**config.mk**
```make
export PLATFORM = sky130hd
export DESIGN_NAME = gpio_irq_ctrl
export DESIGN_NICKNAME = d
export VERILOG_FILES = /design/src/rtl/gpio_irq_pkg.sv /design/src/rtl/gpio_irq_setclr.sv /design/src/rtl/gpio_irq_detect.sv /design/src/rtl/gpio_irq_pend.sv /design/src/rtl/gpio_irq_ctrl.sv
export SDC_FILE = /design/constraint.sdc
export NUM_CORES = 1
export LEC_CHECK = 0
export CAP_MARGIN = 20
export CORE_MARGIN = 8
export CORE_UTILIZATION = 55
export CTS_CLUSTER_SIZE = 30
export DETAILED_ROUTE_END_ITERATION = 7
export PLACE_DENSITY = 0.77
export SKIP_CTS_REPAIR_TIMING = 1
export SYNTH_ARGS = -nofsm -noshare
export SYNTH_HDL_FRONTEND = slang
export SYNTH_HIERARCHICAL = 1
export SYNTH_SLANG_ARGS = --single-unit
```
**constraint.sdc**
```tcl
create_clock -name clk -period 3.33 [get_ports clk]
set_input_delay 0.666 -clock clk [delete_from_list [all_inputs] [get_ports clk]]
set_output_delay 0.666 -clock clk [all_outputs]
set_load 0.01 [all_outputs]
```
**src/rtl/gpio_irq_pkg.sv**
```systemverilog
package gpio_irq_pkg;

   localparam int ADDR_W = 4;

   // register addresses of the bank
   typedef enum logic [ADDR_W-1:0] {
      A_MASK_SET  = 4'd0,
      A_MASK_CLR  = 4'd1,
      A_MASK_STAT = 4'd2,
      A_XM_SET    = 4'd3,
      A_XM_CLR    = 4'd4,
      A_XM_STAT   = 4'd5,
      A_TYP_EDGE  = 4'd6,
      A_TYP_LEVEL = 4'd7,
      A_TYP_STAT  = 4'd8,
      A_POL_LOW   = 4'd9,
      A_POL_HIGH  = 4'd10,
      A_POL_STAT  = 4'd11,
      A_PEND      = 4'd12
   } reg_addr_e;

endpackage

```
**src/rtl/gpio_irq_setclr.sv**
```systemverilog
module gpio_irq_setclr #(
   parameter int W = 32
) (
   input  logic         clk,
   input  logic         rst_n,
   input  logic         set_i,
   input  logic         clr_i,
   input  logic [W-1:0] wdata_i,
   output logic [W-1:0] q_o
);

   logic [W-1:0] q_q;

   always_ff @(posedge clk or negedge rst_n) begin
      if (!rst_n)
         q_q <= '0;
      else if (set_i)
         q_q <= q_q | wdata_i;
      else if (clr_i)
         q_q <= q_q & ~wdata_i;
   end

   assign q_o = q_q;


   setbits_chk: assert property (@(posedge clk) disable iff (!rst_n)
      set_i |=> ((q_o & $past(wdata_i)) == $past(wdata_i)));


   clrbits_chk: assert property (@(posedge clk) disable iff (!rst_n)
      (clr_i && !set_i) |=> ((q_o & $past(wdata_i)) == '0));

endmodule

```
**src/rtl/gpio_irq_detect.sv**
```systemverilog
module gpio_irq_detect #(
   parameter int N_PINS    = 32,
   parameter bit EXT_MODES = 1'b1
) (
   input  logic              clk,
   input  logic              rst_n,
   input  logic [N_PINS-1:0] pin_i,
   input  logic [N_PINS-1:0] xmode_i,
   input  logic [N_PINS-1:0] level_i,
   input  logic [N_PINS-1:0] high_i,
   output logic [N_PINS-1:0] evt_o
);

   // previous sample; valid after one clock in reset
   logic [N_PINS-1:0] prev_q;

   always_ff @(posedge clk) begin
      prev_q <= pin_i;
   end

   for (genvar g = 0; g < N_PINS; g++) begin : g_pin
      logic rise;
      logic fall;

      assign rise = pin_i[g] & ~prev_q[g];
      assign fall = ~pin_i[g] & prev_q[g];

      if (EXT_MODES) begin : g_ext
         logic lvl_hit;
         logic edge_hit;

         assign lvl_hit  = (pin_i[g] == high_i[g]);
         assign edge_hit = high_i[g] ? rise : fall;
         assign evt_o[g] = !xmode_i[g] ? (rise | fall)
                                       : (level_i[g] ? lvl_hit : edge_hit);


         rise_only_chk: assert property (@(posedge clk) disable iff (!rst_n)
            (xmode_i[g] && !level_i[g] && high_i[g] && $fell(pin_i[g])) |-> !evt_o[g]);
      end else begin : g_plain
         assign evt_o[g] = rise | fall;
      end


      quiet_pin_chk: assert property (@(posedge clk) disable iff (!rst_n)
         (!xmode_i[g] && $stable(pin_i[g])) |-> !evt_o[g]);
   end

endmodule

```
**src/rtl/gpio_irq_pend.sv**
```systemverilog
module gpio_irq_pend #(
   parameter int N_PINS = 32
) (
   input  logic              clk,
   input  logic              rst_n,
   input  logic [N_PINS-1:0] evt_i,
   input  logic              ack_i,
   input  logic [N_PINS-1:0] mask_i,
   output logic [N_PINS-1:0] pend_o,
   output logic              irq_o
);

   logic [N_PINS-1:0] pend_q;

   // a fresh event wins over the acknowledge of the same cycle
   always_ff @(posedge clk or negedge rst_n) begin
      if (!rst_n)
         pend_q <= '0;
      else
         pend_q <= (pend_q & ~{N_PINS{ack_i}}) | evt_i;
   end

   assign pend_o = pend_q;
   assign irq_o  = |(pend_q & mask_i);


   keep_pend_chk: assert property (@(posedge clk) disable iff (!rst_n)
      !ack_i |=> ((pend_o & $past(pend_o)) == $past(pend_o)));


   ack_clear_chk: assert property (@(posedge clk) disable iff (!rst_n)
      (ack_i && (evt_i == '0)) |=> (pend_o == '0));


   evt_latch_chk: assert property (@(posedge clk) disable iff (!rst_n)
      (evt_i != '0) |=> ((pend_o & $past(evt_i)) == $past(evt_i)));

endmodule

```
**src/rtl/gpio_irq_ctrl.sv**
```systemverilog
module gpio_irq_ctrl
   import gpio_irq_pkg::*;
#(
   parameter int N_PINS    = 32,
   parameter bit EXT_MODES = 1'b1
) (
   input  logic              clk,
   input  logic              rst_n,
   input  logic [N_PINS-1:0] pin_i,
   input  logic              wr_i,
   input  logic              rd_i,
   input  logic [ADDR_W-1:0] addr_i,
   input  logic [N_PINS-1:0] wdata_i,
   output logic [N_PINS-1:0] rdata_o,
   output logic              irq_o
);

   if (N_PINS < 1) begin : g_bad_width
      $error("gpio_irq_ctrl: N_PINS must be at least 1");
   end

   localparam int NCFG = 4;
   localparam int CF_MASK = 0;
   localparam int CF_XM   = 1;
   localparam int CF_TYP  = 2;
   localparam int CF_POL  = 3;

   logic [NCFG-1:0]   set_s;
   logic [NCFG-1:0]   clr_s;
   logic [N_PINS-1:0] cfg_q [NCFG];
   logic [N_PINS-1:0] evt;
   logic [N_PINS-1:0] pend;
   logic              ack;

   always_comb begin
      set_s = '0;
      clr_s = '0;
      if (wr_i) begin
         set_s[CF_MASK] = (addr_i == A_MASK_SET);
         clr_s[CF_MASK] = (addr_i == A_MASK_CLR);
         set_s[CF_XM]   = (addr_i == A_XM_SET);
         clr_s[CF_XM]   = (addr_i == A_XM_CLR);
         set_s[CF_TYP]  = (addr_i == A_TYP_LEVEL);
         clr_s[CF_TYP]  = (addr_i == A_TYP_EDGE);
         set_s[CF_POL]  = (addr_i == A_POL_HIGH);
         clr_s[CF_POL]  = (addr_i == A_POL_LOW);
      end
   end

   for (genvar c = 0; c < NCFG; c++) begin : g_cfg
      gpio_irq_setclr #(.W(N_PINS)) u_reg (
         .clk     (clk),
         .rst_n   (rst_n),
         .set_i   (set_s[c]),
         .clr_i   (clr_s[c]),
         .wdata_i (wdata_i),
         .q_o     (cfg_q[c])
      );
   end

   gpio_irq_detect #(.N_PINS(N_PINS), .EXT_MODES(EXT_MODES)) u_detect (
      .clk     (clk),
      .rst_n   (rst_n),
      .pin_i   (pin_i),
      .xmode_i (cfg_q[CF_XM]),
      .level_i (cfg_q[CF_TYP]),
      .high_i  (cfg_q[CF_POL]),
      .evt_o   (evt)
   );

   assign ack = rd_i && (addr_i == A_PEND);

   gpio_irq_pend #(.N_PINS(N_PINS)) u_pend (
      .clk    (clk),
      .rst_n  (rst_n),
      .evt_i  (evt),
      .ack_i  (ack),
      .mask_i (cfg_q[CF_MASK]),
      .pend_o (pend),
      .irq_o  (irq_o)
   );

   always_comb begin
      rdata_o = '0;
      if (rd_i) begin
         case (addr_i)
            A_MASK_STAT: rdata_o = cfg_q[CF_MASK];
            A_XM_STAT:   rdata_o = cfg_q[CF_XM];
            A_TYP_STAT:  rdata_o = cfg_q[CF_TYP];
            A_POL_STAT:  rdata_o = cfg_q[CF_POL];
            A_PEND:      rdata_o = pend;
            default:     rdata_o = '0;
         endcase
      end
   end


   irq_needs_mask_chk: assert property (@(posedge clk) disable iff (!rst_n)
      (cfg_q[CF_MASK] == '0) |-> !irq_o);


   no_stray_write_chk: assert property (@(posedge clk) disable iff (!rst_n)
      (wr_i && (addr_i > A_PEND)) |=> $stable(cfg_q[CF_MASK]));

endmodule

```
**Word-level counts from Yosys, hierarchy flattened**

Cells that the tools add are included.

- Bits in registers: 192
- Input bits: 72
- Output and inout bits: 33
- Logic and storage cells: 338

- Equal/unequal tests: 44
- Mux-type cells: 108
- Bitwise operators: 173
- Reduce and logical (&&, ||, !) cells: 7

Operators by type and width:

| operator | count |
|---|---|
| 32-bit 2-to-1 mux | 9 |
| 32-bit bitwise AND | 6 |
| 32-bit OR | 5 |
| 32-bit one-hot mux with 5 select lines | 1 |
| 1-bit 2-to-1 mux | 96 |
| 1-bit bitwise AND | 64 |
| 1-bit inverter | 64 |
| 32-bit inverter | 2 |
| 1-bit == test | 32 |
| 1-bit OR | 32 |
| 32-bit OR reduction | 1 |
| 4-bit == test (second input constant) | 5 |
| 4-bit by 3-bit == test with 1-bit output (second input constant) | 4 |
| 4-bit by 2-bit == test with 1-bit output (second input constant) | 2 |
| 4-bit 2-to-1 mux | 2 |
| 2-bit nonzero test | 4 |
| 4-bit by 1-bit == test with 1-bit output (second input constant) | 1 |
| 4-bit zero test | 1 |
| 1-bit logical AND | 1 |

**Longest topological paths before layout**

Gate-level depths: netlist (run 1).

- Word-level depth: 6
- Mapped depth: 8
- Depth with buffers taken out: 6

**Cells and area by module**

Netlist (run 1), hierarchy kept.

Modules (own cells, without submodules):

| module | times used | cells each | area an instance (um2) | seq. area each (um2) |
|---|---|---|---|---|
| gpio_irq_setclr | 4 | 102 | 1249.9 | 800.8 |
| gpio_irq_detect | 1 | 384 | 3243.1 | 640.6 |
| gpio_irq_ctrl | 1 | 217 | 1507.7 | 0.0 |
| gpio_irq_pend | 1 | 89 | 1219.9 | 800.8 |

**Worst setup path after synthesis (run 1)**

No wires, ideal clock.

- Kind: input to output
- From: input addr_i[1]
- To: output rdata_o[1]
- Arrival: 1.727 ns
- Data required time: 2.664 ns
- Path slack: 0.937 ns
- Stages: 7
- Cell sequence: buf_6 and3b_1 buf_2 buf_6 a22oi_1 or2_0 a21oi_1

- Longest elaborated chain between the ends: 3
- Elaborated cells on any way between the ends: 7

Ends and longest elaborated chain:

| element | RTL line | text |
|---|---|---|
| from (decl) | gpio_irq_ctrl.sv:12 | `input logic [ADDR_W-1:0] addr_i,` |
| 4-bit == test, or another cell as far along | gpio_irq_ctrl.sv:86 | `case (addr_i)` |
| 32-bit one-hot mux with 5 select lines * | gpio_irq_ctrl.sv:86 |  |
| 32-bit 2-to-1 mux * | gpio_irq_ctrl.sv:85 | `if (rd_i) begin` |
| to (decl) | gpio_irq_ctrl.sv:14 | `output logic [N_PINS-1:0] rdata_o,` |

Mark *: on every way between the ends. The rest lies on a longest branch, timed or not.

**Worst setup path in the final report (run 1)**

- From: input addr_i[2]
- To: output rdata_o[18]

The elaborated chain is that of the path after synthesis.

==> flow_metrics.env, run 1 <==
export IMPL_status="finished clean"
export IMPL_synthMuxAreaShare_pct=0.103
export IMPL_crit_arrival_ns=2.54
export IMPL_relSlewSlack_pct=55.2
export IMPL_clk_path_buf_depth=2
export IMPL_gp_congestion=0.867
export IMPL_cp_max_fo=12
export IMPL_start_kind="input pin"
export IMPL_worstSetupStartpoint="addr_i[2]"
export IMPL_path_class="in2out"
export IMPL_min_path_type="in2async"
export IMPL_start_util_pct=56.2
export IMPL_syn_inst=1098
export IMPL_die_width_um=157
export IMPL_htree_levels=4
export IMPL_finalMaxSlewViolations=0
export IMPL_ir_worst_vdd_mv=0.350
export IMPL_powerDensity_nw_per_um2=505
export IMPL_drive_gt1_share_pct=11.2
export IMPL_place_hpwl_mm=20.3
export IMPL_io_pins=105
export IMPL_synth_compound_area_share_pct=31.3
export IMPL_drt_wl_total_mm=30.4
export IMPL_post_drt_wl_per_cell_um=20.4
export IMPL_period_share_pct=96.4
export IMPL_dieArea_um2=24700
export IMPL_final_common_cell="nand2_1"
export IMPL_ys_warnings_count=6
export IMPL_setup_viol=0
export IMPL_tightest_slew_ns=0.672
export IMPL_core_um2=19500
export IMPL_grt_pass1_vias=8991
export IMPL_p_leak_nw=6.25
export IMPL_overflow=0
export IMPL_drv_cap=0
export IMPL_syn_area_um2=11000
export IMPL_detail_route_antenna_nets=0
export IMPL_multi_input_area_um2=5460
export IMPL_rows=51
export IMPL_register_area_um2=4640
export IMPL_r2r_start="u_detect/prev_q[27]"
export IMPL_cts_sinks=192
export IMPL_final_cell_mix="nand2_1 (162), a22o_1 (160), dfrtp_1 (160), inv_1 (129), a22oi_1 (78)"
export IMPL_clk_latency_ns=0.43
export IMPL_area_growth_pct=21.0
export IMPL_num_vias=9168
export IMPL_drc=0
export IMPL_avgSynthCellArea_um2=9.99
export IMPL_ys_ff_latch=192
export IMPL_hold_violations=0
export IMPL_numPortBuffers=104
export IMPL_rsz0062_at_grt="false"
export IMPL_drt_initial_drc_count=691
export IMPL_grt_pass1_wl_mm=48.3
export IMPL_synth_nets=1234
export IMPL_end_kind="output port"
export IMPL_fillers=1538
export IMPL_finalClockSkew_ns=0.00866
export IMPL_ys_types=35
export IMPL_cts_root_buf="clkbuf_16"
export IMPL_first_pass_iters=5
export IMPL_final_net_count=1350
export IMPL_yosys_area_share_adder_pct=7.30
export IMPL_required_ns=2.66
export IMPL_min_period_ns=3.21
export IMPL_total_power_mw=6.70
export IMPL_finalHoldWorstSlack_ns=0.222
export IMPL_synthXorXnorAreaFrac_pct=0.0798
export IMPL_synth_top_family_by_area="compound AO/OA/AOI/OAI gates"
export IMPL_die_height_um=157
export IMPL_antenna_found_initial=0
export IMPL_via_per_inst=6.14
export IMPL_cts_inserted_buffers=17
export IMPL_yosysSeqAreaShare_pct=42.3
export IMPL_fmax_mhz=311
export IMPL_grt_max_degree=70
export IMPL_clkSlewWorstSetupHoldPaths_ns=0.07
export IMPL_tritoncts="yes"
export IMPL_synth_simple_area_share_pct=10.6
export IMPL_grtUsageTotal_pct=24.9
[layer usage]
layer	part of all wire [%]	track usage, %	vias to the layer above
li1	-	-	4214
met2	46	38.5	413
met5	0	0	-
met1	45	34.9	4493
met3	7.5	4.72	48
met4	1.8	7.66	0
[Yosys cell counts]
cell type  count  area share [%]
or2_0         30             1.7
xor2_1         1           0.080
nand4_1        4            0.23
ha_1          64             7.3
buf_6         23             2.4
dfrtp_1      160              36
buf_2         25             1.1
a22oi_1       78             5.3
or4_1          1           0.068
a22oi_2        2            0.23
mux2_2         1            0.10
a21oi_1       32             1.5
or3b_2         1           0.080
a21o_2         1           0.080
nand3b_1       1           0.068
a311oi_2      32             4.4
and3_1         1           0.057
and3b_1        1           0.080
nand2_1      162             5.5
a22o_1       160              13
a21o_1        31             2.1
o2111a_1      32             3.3
o211ai_2       1            0.11
nor2_1         6            0.21
inv_1        129             4.4
nor3b_4        1            0.17
and2_1         2            0.11
o21ai_0       33             1.5
or2_2          2            0.11
nor3_1         2           0.091
nor2b_1       34             1.9
nor2_2         1           0.057
nand2b_1       2            0.11
dfxtp_1       32             5.8
clkbuf_1      10            0.34
[final timing paths]
path	end	depth (start not counted)	slack [ns]
worst max-delay path	rdata_o[18]	10	0.12
worst min-delay path	asynchronous set/reset pin	1	0.22
worst max register to register	u_pend/pend_o[27]	6	2.03
worst min register to register	u_pend/pend_o[29]	1	0.52
max in group asynchronous	asynchronous set/reset pin	2	2.28
min in group clk	u_pend/pend_o[29]	1	0.52
[cell type report]
type                            instances  area share [%]
Antenna cell                            1          0.0189
Clock buffer                           19            3.41
Clock inverter                         13            1.05
Inverter                              129            3.65
Multi-Input combinational cell        719            41.1
Sequential cell                       192            35.0
Tap cell                              265            2.50
Timing Repair Buffer                  155            13.3
[through the flow]
| step | std cells | worst slack, ns | utilization [%] | cell area, um^2 | TNS [ns] |
|---|---|---|---|---|---|
| CTS | 1489 | -0.255 | 67.4 | 13200 | -5.37 |
| floorplan | 1098 | 0.937 | - | 11000 | 0 |
| detailed placement | 1457 | -0.253 | 64.3 | 12600 | -5.06 |
| global placement | 1457 | -0.206 | 64.3 | 12600 | -4.14 |
| global route | 1492 | 0.00333 | 68.0 | 13300 | 0 |
| finish | 1493 | 0.119 | 68.0 | 13300 | 0 |
[cell families after synthesis]
group / count (synthesis)
fa+ha+maj: 64
flops: 192
xor+xnor: 1
simple gates: 251
compound gates: 402
mux: 1
buf+inv: 187
[critical path, cell delays in order]
cell,delay (ns)
clkdlybuf4s50_1,0.47
buf_4,0.18
nor3b_4,0.20
buf_4,0.15
buf_12,0.14
buf_12,0.13
a22oi_1,0.06
or2_0,0.22
a21oi_2,0.15
clkbuf_2,0.16
[where the power goes]
group	switching (mW)	total, mW	internal (mW)
clock	0.902	2.05	1.15
combinational	0.645	1.41	0.768
sequential	0.517	3.24	2.72
total	2.06	6.70	4.64
(Power assumes the default switching activity.)
==> run 2: changes to the inputs <==
--- a/config.mk
+++ b/config.mk
@@ -6,7 +6,7 @@
 export NUM_CORES = 1
 export LEC_CHECK = 0
 export CAP_MARGIN = 20
-export CORE_MARGIN = 8
+export CORE_MARGIN = 5
 export CORE_UTILIZATION = 55
 export CTS_CLUSTER_SIZE = 30
 export DETAILED_ROUTE_END_ITERATION = 7
==> run 2 against run 1 <==
  * The flow now finishes with violations (setup timing)
  * Clock power up 4%
  * Total power up 1.3%
  * Largest cell class unchanged
  * Sequential power about the same
  * Cell count up 0.33%
  * Combinational power about the same
  * Critical endpoint is now rdata_o[21]
  * Largest power group unchanged
  * Via count up 1.1%
==> flow_metrics.env, run 2 (synthesis results as in run 1) <==
export IMPL_status="finished, violations left"
export IMPL_violations="setup timing"
export IMPL_required_ns=2.66
export IMPL_rsz0062_at_grt="true"
export IMPL_pwr_share_clk_pct=31.3
export IMPL_finalClockSkew_ns=0.00651
export IMPL_drt_initial_drc_count=804
export IMPL_num_vias=9273
export IMPL_grt_pass1_wl_mm=48.3
export IMPL_final_cell_mix="nand2_1 (162), a22o_1 (160), dfrtp_1 (160), inv_1 (129), a22oi_1 (76)"
export IMPL_gp_congestion=0.892
export IMPL_first_pass_iters=5
export IMPL_dieArea_um2=22900
export IMPL_hold_violations=0
export IMPL_htree_levels=4
export IMPL_clkSlewWorstSetupHoldPaths_ns=0.07
export IMPL_tightest_slew_ns=0.536
export IMPL_finalMaxSlewViolations=0
export IMPL_numPortBuffers=104
export IMPL_power_switching_share_pct=30.8
export IMPL_worstSetupStartpoint="addr_i[2]"
export IMPL_timing_final_ws_setup_ns=-0.248
export IMPL_regToRegSetupSlack_ns=2.09
export IMPL_multi_input_area_um2=5480
export IMPL_cp_max_fo=11
export IMPL_grtUsageTotal_pct=27.2
export IMPL_p_comb_share_pct=21.0
export IMPL_fillers=1518
export IMPL_overflow=0
export IMPL_core_um2=19500
export IMPL_placed_cell_area_um2=12600
export IMPL_cts_root_buf="clkbuf_16"
export IMPL_place_hpwl_mm=20.5
export IMPL_grt_max_degree=52
export IMPL_finalHoldWorstSlack_ns=0.142
export IMPL_drive_gt1_share_pct=12.2
export IMPL_rows=51
export IMPL_via_per_inst=6.19
export IMPL_start_kind="input pin"
export IMPL_fmax_mhz=280
export IMPL_cts_sinks=192
export IMPL_p_leak_nw=6.23
export IMPL_relSlewSlack_pct=64.3
export IMPL_io_pins=105
export IMPL_start_util_pct=56.2
export IMPL_min_path_type="in2async"
export IMPL_path_class="in2out"
export IMPL_final_area_um2=13300
export IMPL_ir_worst_vdd_mv=0.396
export IMPL_final_common_cell="nand2_1"
export IMPL_crit_arrival_ns=2.91
export IMPL_die_height_um=151
export IMPL_post_drt_wl_per_cell_um=20.6
export IMPL_n_antenna_cell=0
export IMPL_clk_latency_ns=0.43
export IMPL_tritoncts="yes"
export IMPL_cts_inserted_buffers=17
export IMPL_drv_cap=0
export IMPL_preCtsSetupSlack_ns=-0.222
export IMPL_final_net_count=1356
export IMPL_clk_path_buf_depth=2
export IMPL_power_internal_mw=4.70
export IMPL_drc=0
export IMPL_p_sw_mw=2.09
export IMPL_period_share_pct=107
export IMPL_setup_viol=1
export IMPL_rr_worst_depth=6
export IMPL_total_power_mw=6.79
export IMPL_crit_path_max_incr_delay_ns=0.58
export IMPL_register_area_um2=4640
export IMPL_power_frac_seq_pct=47.7
export IMPL_r2r_start="u_detect/prev_q[30]"
export IMPL_powerDensity_nw_per_um2=510
export IMPL_antenna_found_initial=1
export IMPL_r2r_end="u_pend/pend_o[30]"
export IMPL_crit_slowest_cell="clkdlybuf4s50_1"
export IMPL_grt_pass1_vias=8988
export IMPL_min_period_ns=3.58
export IMPL_end_kind="output port"
export IMPL_detail_route_antenna_nets=0
export IMPL_crit_chain="clkdlybuf4s50_1, buf_4, nor3b_4, buf_12, buf_12, a22oi_1, or2_0, a21oi_1, clkdlybuf4s50_1"
export IMPL_tns_ns=-0.248
export IMPL_drt_wl_total_mm=30.8
export IMPL_area_growth_pct=21.5
export IMPL_die_width_um=151
[run 2: cell count changes in the layout (fill, tap and decap cells not counted), sizes merged]
cell / before / now
clkinvlp: 2 / 3
buf: 51 / 57
bufinv: 2 / 3
clkdlybuf4s50: 71 / 72
clkinv: 9 / 4
dlymetal6s2s: 31 / 29
diode: 1 / 0
clkbuf: 21 / 23
inv: 129 / 131
[run 2: metal layers]
layer,up-vias,track usage [%],wire length (um)
li1,4229,-,-
met1,4535,39.1,13300
met2,454,41.4,14100
met3,53,4.70,2750
met4,2,9.56,580
met5,-,0,13
[run 2: worst max path at each step]
stage,endpoint,slack [ns],depth (start not counted)
3_3_place_gp,rdata_o[21],-0.22,9
4_1_cts,rdata_o[21],-0.22,9
5_1_grt,rdata_o[21],-0.30,9
6_report,rdata_o[21],-0.25,9
2_1_floorplan,rdata_o[1],0.94,7
3_5_place_dp,rdata_o[21],-0.22,9
[run 2: power groups by stage]
stage	Sequential [mW]	Combinational, mW	Clock (mW)
floorplan	3.10	0.967	0
global placement	3.25	1.34	0
detailed placement	3.27	1.40	0
CTS	3.23	1.41	2.15
global route	3.31	1.56	2.26
finish	3.24	1.42	2.13
[run 2: area by class of cell]
class / instances / area share [%]
inverter: 129 / 3.63
clock inverter: 12 / 1.18
clock buffer: 20 / 3.35
timing repair buffer: 161 / 13.4
sequential: 192 / 34.9
multi-input combinational: 719 / 41.1
tap: 265 / 2.49
[run 2: through the flow]
step	cells	util [%]
CTS	1496	67.6
detailed placement	1464	64.5
global placement	1464	64.5
finish	1498	68.2
floorplan	1098	-
global route	1498	68.2
[run 2: worst max-delay path: cells and delay by family]
family / cells / cell delay (ns)
compound gates: 2 / 0.26
buf+inv: 5 / 1.56
simple gates: 2 / 0.43
==> run 3: changes to the inputs <==
--- a/config.mk
+++ b/config.mk
@@ -12,6 +12,7 @@
 export DETAILED_ROUTE_END_ITERATION = 7
 export PLACE_DENSITY = 0.77
 export SKIP_CTS_REPAIR_TIMING = 1
+export SKIP_LAST_GASP = 1
 export SYNTH_ARGS = -nofsm -noshare
 export SYNTH_HDL_FRONTEND = slang
 export SYNTH_HIERARCHICAL = 1
==> run 3 against run 2 <==
  * The flow still finishes with violations (setup timing)
  * Worst setup slack improved by 0.020 ns
  * Clock skew up 0.0036 ns
  * Clock-buffer cell count unchanged
  * Utilization is 0.17 points lower
  * Flip-flop and latch count unchanged
  * Critical path type unchanged
  * Non-clock buffer count stayed put
  * Routed wire length is 0.15% lower
  * Combinational power is essentially flat
  * Via count up 0.51%
  * Sequential share of layout area is 0.089 points higher
  * Maximum frequency rose by 0.55%
  * Total power increased by 0.18%
==> flow_metrics.env, run 3 (synthesis results as in run 1) <==
export IMPL_io_pins=105
export IMPL_finalClockSkew_ns=0.0101
export IMPL_cts_inserted_buffers=17
export IMPL_cts_sinks=192
export IMPL_dieArea_um2=22900
export IMPL_rr_worst_depth=6
export IMPL_tritoncts="yes"
export IMPL_num_vias=9320
export IMPL_core_um2=19500
export IMPL_drive_gt1_share_pct=11.8
export IMPL_rows=51
export IMPL_clkSlewWorstSetupHoldPaths_ns=0.08
export IMPL_violations="setup timing"
export IMPL_hold_violations=0
export IMPL_drt_initial_drc_count=765
export IMPL_via_per_inst=6.22
export IMPL_ir_worst_vdd_mv=0.395
export IMPL_die_width_um=151
export IMPL_final_cell_mix="nand2_1 (162), a22o_1 (160), dfrtp_1 (160), inv_1 (129), clkdlybuf4s50_1 (88)"
export IMPL_grt_pass1_wl_mm=48.3
export IMPL_setup_viol=17
export IMPL_period_share_pct=107
export IMPL_drv_cap=0
export IMPL_rsz0062_at_grt="true"
export IMPL_drt_wl_total_mm=30.8
export IMPL_min_period_ns=3.56
export IMPL_post_drt_wl_per_cell_um=20.5
export IMPL_gp_congestion=0.892
export IMPL_start_kind="input pin"
export IMPL_grt_pass1_vias=8988
export IMPL_crit_arrival_ns=2.89
export IMPL_finalHoldWorstSlack_ns=0.141
export IMPL_status="finished, violations left"
export IMPL_register_area_um2=4640
export IMPL_final_common_cell="nand2_1"
export IMPL_end_kind="output port"
export IMPL_area_growth_pct=21.2
export IMPL_powerDensity_nw_per_um2=512
export IMPL_drc=0
export IMPL_cp_max_fo=11
export IMPL_multi_input_area_um2=5470
export IMPL_min_path_type="in2async"
export IMPL_detail_route_antenna_nets=0
export IMPL_htree_levels=4
export IMPL_cts_root_buf="clkbuf_16"
export IMPL_total_power_mw=6.80
export IMPL_required_ns=2.66
export IMPL_fillers=1523
export IMPL_first_pass_iters=5
export IMPL_antenna_found_initial=1
export IMPL_tightest_slew_ns=0.533
export IMPL_final_net_count=1356
export IMPL_p_leak_nw=5.97
export IMPL_timing_final_ws_setup_ns=-0.228
export IMPL_relSlewSlack_pct=64.5
export IMPL_n_antenna_cell=0
export IMPL_grt_max_degree=52
export IMPL_clk_path_buf_depth=2
export IMPL_path_class="in2out"
export IMPL_start_util_pct=56.2
export IMPL_numPortBuffers=104
export IMPL_finalMaxSlewViolations=0
export IMPL_clk_latency_ns=0.44
export IMPL_place_hpwl_mm=20.5
export IMPL_fmax_mhz=281
export IMPL_grtUsageTotal_pct=27.2
export IMPL_die_height_um=151
export IMPL_overflow=0
[run 3: final timing paths]
path / startpoint / slack (ns) / end
setup / recovery: addr_i[2] / -0.23 / rdata_o[21]
max in group asynchronous: rst_n / 2.35 / asynchronous set/reset pin
min in group clk: u_pend/pend_o[21] / 0.52 / u_pend/pend_o[21]
hold reg to reg: u_pend/pend_o[21] / 0.52 / u_pend/pend_o[21]
hold / removal: rst_n / 0.14 / asynchronous set/reset pin
setup reg to reg: u_detect/prev_q[30] / 2.09 / u_pend/pend_o[30]
[run 3: per-stage QoR]
stage | std cells | area, um^2 | setup TNS, ns | utilization [%] | worst slack, ns
2_1_floorplan | 1098 | 11000 | 0 | - | 0.937
3_3_place_gp | 1464 | 12600 | -4.29 | 64.5 | -0.215
3_5_place_dp | 1464 | 12600 | -4.74 | 64.5 | -0.222
4_1_cts | 1496 | 13200 | -4.91 | 67.6 | -0.221
5_1_grt | 1498 | 13300 | -4.29 | 68.1 | -0.291
6_report | 1498 | 13300 | -2.65 | 68.1 | -0.228
[run 3: final cells by class]
cell class | count | share of cell area (%)
clock inverters | 12 | 1.19
flip-flops and latches | 192 | 34.9
multi-input cells | 719 | 41.2
clock buffers | 20 | 3.36
repair buffers | 161 | 13.2
inverters | 129 | 3.64
well taps | 265 | 2.49
[run 3: critical path, cell delays in order]
cell and delay (ns):
clkdlybuf4s50_1 0.47, buf_4 0.19, nor3b_4 0.23, buf_12 0.18, buf_12 0.14, a22oi_1 0.06
or2_0 0.20, a21oi_1 0.18, clkdlybuf4s50_1 0.57
[run 3: metal layers]
layer | GRT usage [%] | vias up | part of all wire [%]
li1 | - | 4223 | -
met2 | 41.4 | 454 | 46
met5 | 0 | - | 0.042
met1 | 39.1 | 4581 | 44
met3 | 4.70 | 60 | 8.7
met4 | 9.56 | 2 | 1.9
[run 3: power by group]
group | total (mW) | switching [mW] | internal (mW)
clock | 2.14 | 0.934 | 1.21
combinational | 1.42 | 0.652 | 0.773
sequential | 3.24 | 0.516 | 2.72
total | 6.80 | 2.10 | 4.70
